===== src/rtl/spi_cfg_pkg.sv =====
package spi_cfg_pkg;

  typedef enum logic [1:0] {
    PH_INSTR,
    PH_DATA,
    PH_DONE
  } phase_e;

  // strobes from the sequencer to the datapath, one cycle each
  typedef struct packed {
    logic lsbFirst;   // bit order latched for the current transaction
    logic sampleBit;  // shift the synchronized input bit in
    logic instrDone;  // last instruction bit arrives this cycle
    logic byteDone;   // last bit of a data byte arrives this cycle
    logic doWrite;    // commit the received byte
    logic loadRead;   // prefetch the next read byte
    logic shiftOut;   // present the next read bit
  } strobe_t;

  function automatic logic [7:0] regDefault(input int idx);
    return (idx == 0) ? 8'h18 : (8'h5A ^ 8'(idx));
  endfunction

endpackage


===== src/rtl/spi_cfg_ctrl.sv =====
module spi_cfg_ctrl
  import spi_cfg_pkg::*;
#(
  parameter int INSTR_W = 16
) (
  input  logic       clk,
  input  logic       rstN,
  input  logic       csN,
  input  logic       sclk,
  input  logic       sdioIn,
  input  logic [2:0] instrHead,
  input  logic       cfgLsb,
  input  logic       cfgSdoEn,
  output strobe_t    st,
  output logic       sdiBit,
  output logic       sdioOe,
  output logic       sdoOe
);

  localparam int CNT_W = $clog2(INSTR_W);

  logic [2:0] csPipe;
  logic [2:0] sckPipe;
  logic [1:0] dPipe;

  always_ff @(posedge clk or negedge rstN) begin
    if (!rstN) begin
      csPipe  <= '1;
      sckPipe <= '0;
      dPipe   <= '0;
    end else begin
      csPipe  <= {csPipe[1:0], csN};
      sckPipe <= {sckPipe[1:0], sclk};
      dPipe   <= {dPipe[0], sdioIn};
    end
  end

  logic active, start, rise, fall;
  assign active = !csPipe[1];
  assign start  = !csPipe[1] && csPipe[2];
  assign rise   = sckPipe[1] && !sckPipe[2];
  assign fall   = !sckPipe[1] && sckPipe[2];
  assign sdiBit = dPipe[1];

  phase_e     phase;
  logic [CNT_W-1:0] bitCnt;
  logic [1:0] bytesLeft;
  logic       stream, rwReg, readActive, tLsb, tSdo;

  logic instrDone, byteDone, lastByte;
  assign instrDone = active && rise && (phase == PH_INSTR) && (bitCnt == CNT_W'(INSTR_W - 1));
  assign byteDone  = active && rise && (phase == PH_DATA) && (bitCnt[2:0] == 3'd7);
  assign lastByte  = !stream && (bytesLeft == 2'd1);

  always_ff @(posedge clk or negedge rstN) begin
    if (!rstN) begin
      phase      <= PH_INSTR;
      bitCnt     <= '0;
      bytesLeft  <= '0;
      stream     <= 1'b0;
      rwReg      <= 1'b0;
      readActive <= 1'b0;
      tLsb       <= 1'b0;
      tSdo       <= 1'b0;
    end else begin
      if (start) begin
        tLsb <= cfgLsb;
        tSdo <= cfgSdoEn;
      end
      if (!active) begin
        phase      <= PH_INSTR;
        bitCnt     <= '0;
        readActive <= 1'b0;
      end else if (rise) begin
        unique case (phase)
          PH_INSTR: begin
            if (instrDone) begin
              phase      <= PH_DATA;
              bitCnt     <= '0;
              rwReg      <= instrHead[2];
              stream     <= (instrHead[1:0] == 2'b00);
              bytesLeft  <= instrHead[1:0];
              readActive <= instrHead[2];
            end else begin
              bitCnt <= bitCnt + 1'b1;
            end
          end
          PH_DATA: begin
            if (byteDone) begin
              bitCnt <= '0;
              if (lastByte) begin
                phase      <= PH_DONE;
                readActive <= 1'b0;
              end else if (!stream) begin
                bytesLeft <= bytesLeft - 1'b1;
              end
            end else begin
              bitCnt <= bitCnt + 1'b1;
            end
          end
          default: ;
        endcase
      end
    end
  end

  always_comb begin
    st.lsbFirst  = tLsb;
    st.sampleBit = active && rise && (phase != PH_DONE);
    st.instrDone = instrDone;
    st.byteDone  = byteDone;
    st.doWrite   = byteDone && !rwReg;
    st.loadRead  = (instrDone && instrHead[2]) || (byteDone && rwReg && !lastByte);
    st.shiftOut  = active && fall && readActive;
  end

  assign sdioOe = readActive && !tSdo;
  assign sdoOe  = readActive && tSdo;

endmodule


===== src/rtl/spi_cfg_data.sv =====
module spi_cfg_data
  import spi_cfg_pkg::*;
#(
  parameter int NUM_REGS = 8,
  parameter int ADDR_W   = 13
) (
  input  logic                  clk,
  input  logic                  rstN,
  input  strobe_t               st,
  input  logic                  sdiBit,
  output logic [2:0]            instrHead,
  output logic                  txBit,
  output logic                  cfgLsb,
  output logic                  cfgSdoEn,
  output logic [NUM_REGS*8-1:0] ctrlRegs
);

  localparam int INSTR_W = ADDR_W + 3;
  localparam int IDX_W   = $clog2(NUM_REGS);
  localparam logic [7:0] CFG_DEF = regDefault(0);

  logic [INSTR_W-1:0] shiftWord, nextWord;
  logic [7:0]         rxByte;

  // one shift register serves instruction and data; byte position depends on order
  assign nextWord  = st.lsbFirst ? {sdiBit, shiftWord[INSTR_W-1:1]}
                                 : {shiftWord[INSTR_W-2:0], sdiBit};
  assign rxByte    = st.lsbFirst ? nextWord[INSTR_W-1 -: 8] : nextWord[7:0];
  assign instrHead = nextWord[INSTR_W-1 -: 3];

  always_ff @(posedge clk or negedge rstN) begin
    if (!rstN) shiftWord <= '0;
    else if (st.sampleBit) shiftWord <= nextWord;
  end

  logic [ADDR_W-1:0] addr;
  always_ff @(posedge clk or negedge rstN) begin
    if (!rstN) addr <= '0;
    else if (st.instrDone) addr <= nextWord[ADDR_W-1:0];
    else if (st.byteDone) addr <= addr + 1'b1;
  end

  logic             hit;
  logic [IDX_W-1:0] idx;
  logic             softRst;
  assign hit     = (addr < ADDR_W'(NUM_REGS));
  assign idx     = addr[IDX_W-1:0];
  assign softRst = st.doWrite && hit && (idx == '0) && rxByte[5];

  logic       sdoEnR, lsbR;
  logic [7:0] stored [1:NUM_REGS-1];

  always_ff @(posedge clk or negedge rstN) begin
    if (!rstN) begin
      sdoEnR <= CFG_DEF[7];
      lsbR   <= CFG_DEF[6];
      for (int i = 1; i < NUM_REGS; i++) stored[i] <= regDefault(i);
    end else if (softRst) begin
      sdoEnR <= CFG_DEF[7];
      lsbR   <= CFG_DEF[6];
      for (int i = 1; i < NUM_REGS; i++) stored[i] <= regDefault(i);
    end else if (st.doWrite && hit) begin
      if (idx == '0) begin
        sdoEnR <= rxByte[7];
        lsbR   <= rxByte[6];
      end
      for (int i = 1; i < NUM_REGS; i++)
        if (idx == IDX_W'(i)) stored[i] <= rxByte;
    end
  end

  logic [7:0] bank [NUM_REGS];
  always_comb begin
    bank[0] = {sdoEnR, lsbR, 1'b0, 1'b1, 1'b1, 1'b0, lsbR, sdoEnR};
    for (int i = 1; i < NUM_REGS; i++) bank[i] = stored[i];
  end

  for (genvar g = 0; g < NUM_REGS; g++) begin : g_flat
    assign ctrlRegs[g*8 +: 8] = bank[g];
  end

  assign cfgLsb   = lsbR;
  assign cfgSdoEn = sdoEnR;

  // readback: first byte from the decoded address, later bytes from address+1
  logic [ADDR_W-1:0] rdAddr;
  logic [7:0]        rdData;
  always_comb begin
    rdAddr = st.instrDone ? nextWord[ADDR_W-1:0] : addr + 1'b1;
    rdData = (rdAddr < ADDR_W'(NUM_REGS)) ? bank[rdAddr[IDX_W-1:0]] : 8'h00;
  end

  logic [7:0] txShift;
  always_ff @(posedge clk or negedge rstN) begin
    if (!rstN) begin
      txShift <= '0;
      txBit   <= 1'b0;
    end else if (st.loadRead) begin
      txShift <= rdData;
    end else if (st.shiftOut) begin
      txBit   <= st.lsbFirst ? txShift[0] : txShift[7];
      txShift <= st.lsbFirst ? {1'b0, txShift[7:1]} : {txShift[6:0], 1'b0};
    end
  end

endmodule


===== src/rtl/spi_cfg_target.sv =====
module spi_cfg_target
  import spi_cfg_pkg::*;
#(
  parameter int NUM_REGS = 8,
  parameter int ADDR_W   = 13
) (
  input  logic                  clk,
  input  logic                  rstN,
  input  logic                  csN,
  input  logic                  sclk,
  input  logic                  sdioIn,
  output logic                  sdioOut,
  output logic                  sdioOe,
  output logic                  sdoOut,
  output logic                  sdoOe,
  output logic [NUM_REGS*8-1:0] ctrlRegs
);

  localparam int INSTR_W = ADDR_W + 3;

  strobe_t    st;
  logic       sdiBit, txBit, cfgLsb, cfgSdoEn;
  logic [2:0] instrHead;

  spi_cfg_ctrl #(.INSTR_W(INSTR_W)) u_ctrl (
    .clk(clk), .rstN(rstN), .csN(csN), .sclk(sclk), .sdioIn(sdioIn),
    .instrHead(instrHead), .cfgLsb(cfgLsb), .cfgSdoEn(cfgSdoEn),
    .st(st), .sdiBit(sdiBit), .sdioOe(sdioOe), .sdoOe(sdoOe)
  );

  spi_cfg_data #(.NUM_REGS(NUM_REGS), .ADDR_W(ADDR_W)) u_data (
    .clk(clk), .rstN(rstN), .st(st), .sdiBit(sdiBit),
    .instrHead(instrHead), .txBit(txBit), .cfgLsb(cfgLsb),
    .cfgSdoEn(cfgSdoEn), .ctrlRegs(ctrlRegs)
  );

  assign sdioOut = txBit;
  assign sdoOut  = txBit;

endmodule


===== config.mk =====
export PLATFORM = sky130hd
export DESIGN_NAME = spi_cfg_target
export DESIGN_NICKNAME = d
export VERILOG_FILES = /design/src/rtl/spi_cfg_pkg.sv /design/src/rtl/spi_cfg_ctrl.sv /design/src/rtl/spi_cfg_data.sv /design/src/rtl/spi_cfg_target.sv
export SDC_FILE = /design/constraint.sdc
export NUM_CORES = 1
export LEC_CHECK = 0
export BUFFER_PORTS_ARGS = -buffer_cell sky130_fd_sc_hd__buf_4
export CELL_PAD_IN_SITES_DETAIL_PLACEMENT = 0
export CELL_PAD_IN_SITES_GLOBAL_PLACEMENT = 1
export CORE_MARGIN = 2
export CORE_UTILIZATION = 48
export CTS_BUF_LIST = sky130_fd_sc_hd__clkbuf_2 sky130_fd_sc_hd__clkbuf_4 sky130_fd_sc_hd__clkbuf_8
export CTS_CLUSTER_DIAMETER = 80
export DETAILED_ROUTE_END_ITERATION = 6
export PLACE_DENSITY_LB_ADDON = 0.05
export SETUP_SLACK_MARGIN = 0.2
export SLEW_MARGIN = 0
export SYNTH_ARGS = -nofsm -noshare
export SYNTH_HDL_FRONTEND = slang
export SYNTH_SLANG_ARGS = --single-unit

===== constraint.sdc =====
create_clock -name clk -period 2.95 [get_ports clk]
set_input_delay 0.59 -clock clk [delete_from_list [all_inputs] [get_ports clk]]
set_output_delay 0.59 -clock clk [all_outputs]
set_load 0.005 [all_outputs]

==> flow_summary.yaml <==
outcome:
  status: "finished clean"
cells_and_area:
  stdcell_count: 814
  finalCoreUtilization_pct: 60.3
  area_growth_pct: 21.3
  fin_nets: 647
  drive_above_1_share_pct: 38.1
  n_antenna_cell: 0
detailed_routing:
  drt_iter0_markers: 241
  drt-pass1-iter-count: 5
  wl_per_cell_um: 19.7
  vias: 4548
  drt-total-wl_mm: 16.1
  drc_errors: 0
  antenna_left: 0
  via_per_inst: 5.59
place:
  dp.cells: 777
  gp_congestion: 0.854
  dp_hpwl_mm: 11.3
  portBuffers: 68
clocking:
  htree_levels: 4
  cts_buffer_depth: 2
  holdBufCountCts: 0
  clock_latency_ns: 0.45
  clkTransAtPathRegs_ns: 0.08
  clock-sinks: 117
  cts_root_buf: "clkbuf_8"
  tritoncts: "built"
  numCtsBuffers: 17
pwr:
  ir_drop_mv: 0.659
  powerDensity_nw_per_um2: 490
  power_switching_uw: 884
  power.share.switching_pct: 24.6
  share_comb_of_total_power_pct: 5.8
  seqPwrFrac_pct: 46.6
  pwr-share-clk_pct: 47.6
  internal-power_mw: 2.71
  p_leak_nw: 3.57
floorplanning:
  dieArea_um2: 13500
  initial_core_util_pct: 49.7
  placementRows: 40
  die_h_um: 116
  io_pins: 73
  dieWidth_um: 116
  coreArea_um2: 12200
global_routing:
  grt_pass1_vias: 4595
  overflow: 0
  grt_pass1_wl_mm: 25.3
  grt_max_degree: 52
  grt_use_total_pct: 25.3
  antenna_found_initial: 0
synth:
  ys_top_cells_by_area: "dfrtp_1 34%, dfstp_2 15%, mux2_2 12%"
  syn_area_um2: 6050
  yosysSeqAreaShare_pct: 49.2
  syn_avg_cell_area_um2: 11.0
  yosys_warnings: 0
  syn_inst: 548
  synth_ff_type: "dfrtp_1"
  yosys.area.top_type: "dfrtp_1"
  synth_edf_count: 0
  synth_seq_cells: 117
  synth.distinct_cells: 51
  synth_top_cell_area_share_pct: 33.9
  ys_async_sr_fraction_pct: 100
worst_setup_path:
  endpoint_kind: "flop"
  cp_max_fo: 14
  arrival_ns: 2.96
  required_ns: 3.29
  rrSetupSlack_ns: 0.33
  r2r-end: "u_data.txShift[1]"
  worstReg2RegStart: "u_ctrl.phase[1]"
  rr_worst_depth: 8
  worst_setup_path_start_kind: "flop"
  critPathKind: "reg -> reg"
flow_run:
  drv_cap: 0
sta:
  fin_setup_tns_ns: 0
  hold_violations: 0
  fmax_ghz: 0.382
  worst_slew_pin_slew_ns: 0.689
  drv_slew: 0
  fin_skew_ns: 0.0103
  rsz0062_at_grt: "no"
  finalSetupViolations: 0
  min_period_ns: 2.62
  maxSlewHeadroom_pct: 54.1
  fin_crit_sh_pct: 88.8
worst_hold_path:
  hold_class: "in -> async"
[worst max-delay path, cell delays in order, from the launching register on]
cell and delay [ns]:
dfrtp_1 0.39, or4b_4 0.58, nor2_4 0.16, mux2i_4 0.27, buf_12 0.20, mux4_2 0.53, nand2_1 0.08, o221ai_1 0.10
a21o_1 0.19
[layout by cell type (no fill, tap or decap), types with 2 or more instances in the layout]
| cell type | count |
|---|---|
| buf_12 | 3 |
| inv_1 | 12 |
| clkinv_2 | 2 |
| nor2_1 | 19 |
| conb_1 | 4 |
| o21a_1 | 4 |
| clkbuf_8 | 17 |
| nor2_4 | 2 |
| nor3_1 | 8 |
| nand2b_1 | 5 |
| o21ai_1 | 2 |
| o21ai_0 | 38 |
| bufinv_16 | 5 |
| dfstp_2 | 35 |
| buf_4 | 92 |
| clkinv_4 | 5 |
| ha_1 | 9 |
| o21ai_2 | 3 |
| o31ai_1 | 2 |
| mux2_2 | 62 |
| nor2b_1 | 8 |
| nor4_1 | 5 |
| a21oi_1 | 16 |
| and2_1 | 5 |
| nand2_1 | 73 |
| mux2i_1 | 45 |
| dfrtp_1 | 82 |
| a31oi_1 | 7 |
| mux4_2 | 4 |
| a21o_1 | 10 |
| nand4_1 | 4 |
| a22o_1 | 2 |
| xnor2_1 | 9 |
| nand3_1 | 14 |
| o221ai_1 | 8 |
| inv_6 | 2 |
[worst max-delay path by stage]
stage                              to  cells past startpoint         startpoint
finish              u_data.txShift[1]                      8    u_ctrl.phase[1]
global route        u_data.txShift[1]                      8  u_ctrl.sckPipe[2]
CTS                 u_data.txShift[4]                      7  u_ctrl.sckPipe[2]
detailed placement  u_data.txShift[1]                      8  u_ctrl.sckPipe[2]
global placement    u_data.txShift[0]                      8  u_ctrl.sckPipe[2]
floorplan           u_data.txShift[3]                      7    u_ctrl.phase[1]
[per-layer routing]
metal | routed length (µm) | global-route usage (%)
met5 | 0 | 0
met3 | 797 | 6.18
met4 | 200 | 7.86
met1 | 7540 | 35.4
met2 | 7530 | 39.0
[flip-flops by register name, summed over array words and instances (netlist names), 2 cells and up]
| name | cells |
|---|---|
| u_ctrl.csPipe | 3 |
| u_ctrl.phase | 2 |
| u_data.txShift | 8 |
| u_ctrl.sckPipe | 3 |
| u_ctrl.bytesLeft | 2 |
| u_ctrl.bitCnt | 4 |
| u_data.ctrlRegs | 56 |
| u_data.shiftWord | 16 |
| u_ctrl.dPipe | 2 |
| u_data.addr | 13 |
[cell type report]
cell class / count / area [µm²]
fillers: 1017 / 4830
repair buffers: 96 / 776
clock buffers: 17 / 234
well taps: 168 / 210
clock inverters: 15 / 229
inverters: 12 / 45.0
multi-input cells: 389 / 2870
flip-flops and latches: 117 / 2970
[metrics by stage]
stage	hold slack (ns)	setup WS [ns]	power, mW	instance area, µm²
2_1_floorplan	0.294	0.233	1.81	6050
3_3_place_gp	0.334	0.324	1.90	6780
3_5_place_dp	0.335	0.274	1.91	6780
4_1_cts	0.184	0.252	3.64	7250
5_1_grt	0.208	0.215	3.74	7330
6_report	0.185	0.330	3.59	7330
[logic make-up (layout without fill, tap and decap cells)]
logic type | after synthesis | count (layout) | synth area share, %
AND/OR/NAND/NOR | 156 | 156 | 12.5
flip-flops | 117 | 117 | 49.2
multiplexers | 113 | 113 | 21.0
AO/OA/AOI/OAI | 97 | 97 | 10.0
buffers and inverters | 44 | 140 | 3.85
XOR/XNOR | 10 | 10 | 1.45
adder cells (fa/ha/maj) | 9 | 9 | 1.86
other | 2 | 4 | 0.124
[cell usage after synthesis (10+ instances only)]
master,number
o21ai_0,39
nor2_1,19
mux2_2,62
nand3_1,14
buf_4,10
clkbuf_1,11
inv_1,12
dfrtp_1,82
nand2_1,74
dfstp_2,35
a21o_1,10
a21oi_1,16
mux2i_1,46
[power by group through the flow]
stage               registers, mW  clock network (mW)  logic, mW
CTS                          1.67                1.75      0.208
global route                 1.68                1.83      0.231
detailed placement           1.70                   0      0.206
floorplan                    1.69                   0      0.117
finish                       1.67                1.71      0.207
global placement             1.70                   0      0.204
[repair_timing]
| action | 4_1_cts | 5_1_grt |
|---|---|---|
| resized for setup | 0 | 6 |
| hold endpoints to repair | 0 | 0 |
| endpoints found under the setup margin | 0 | 23 |
| setup buffers | 0 | 4 |
Power figures use the tool's default switching activity.
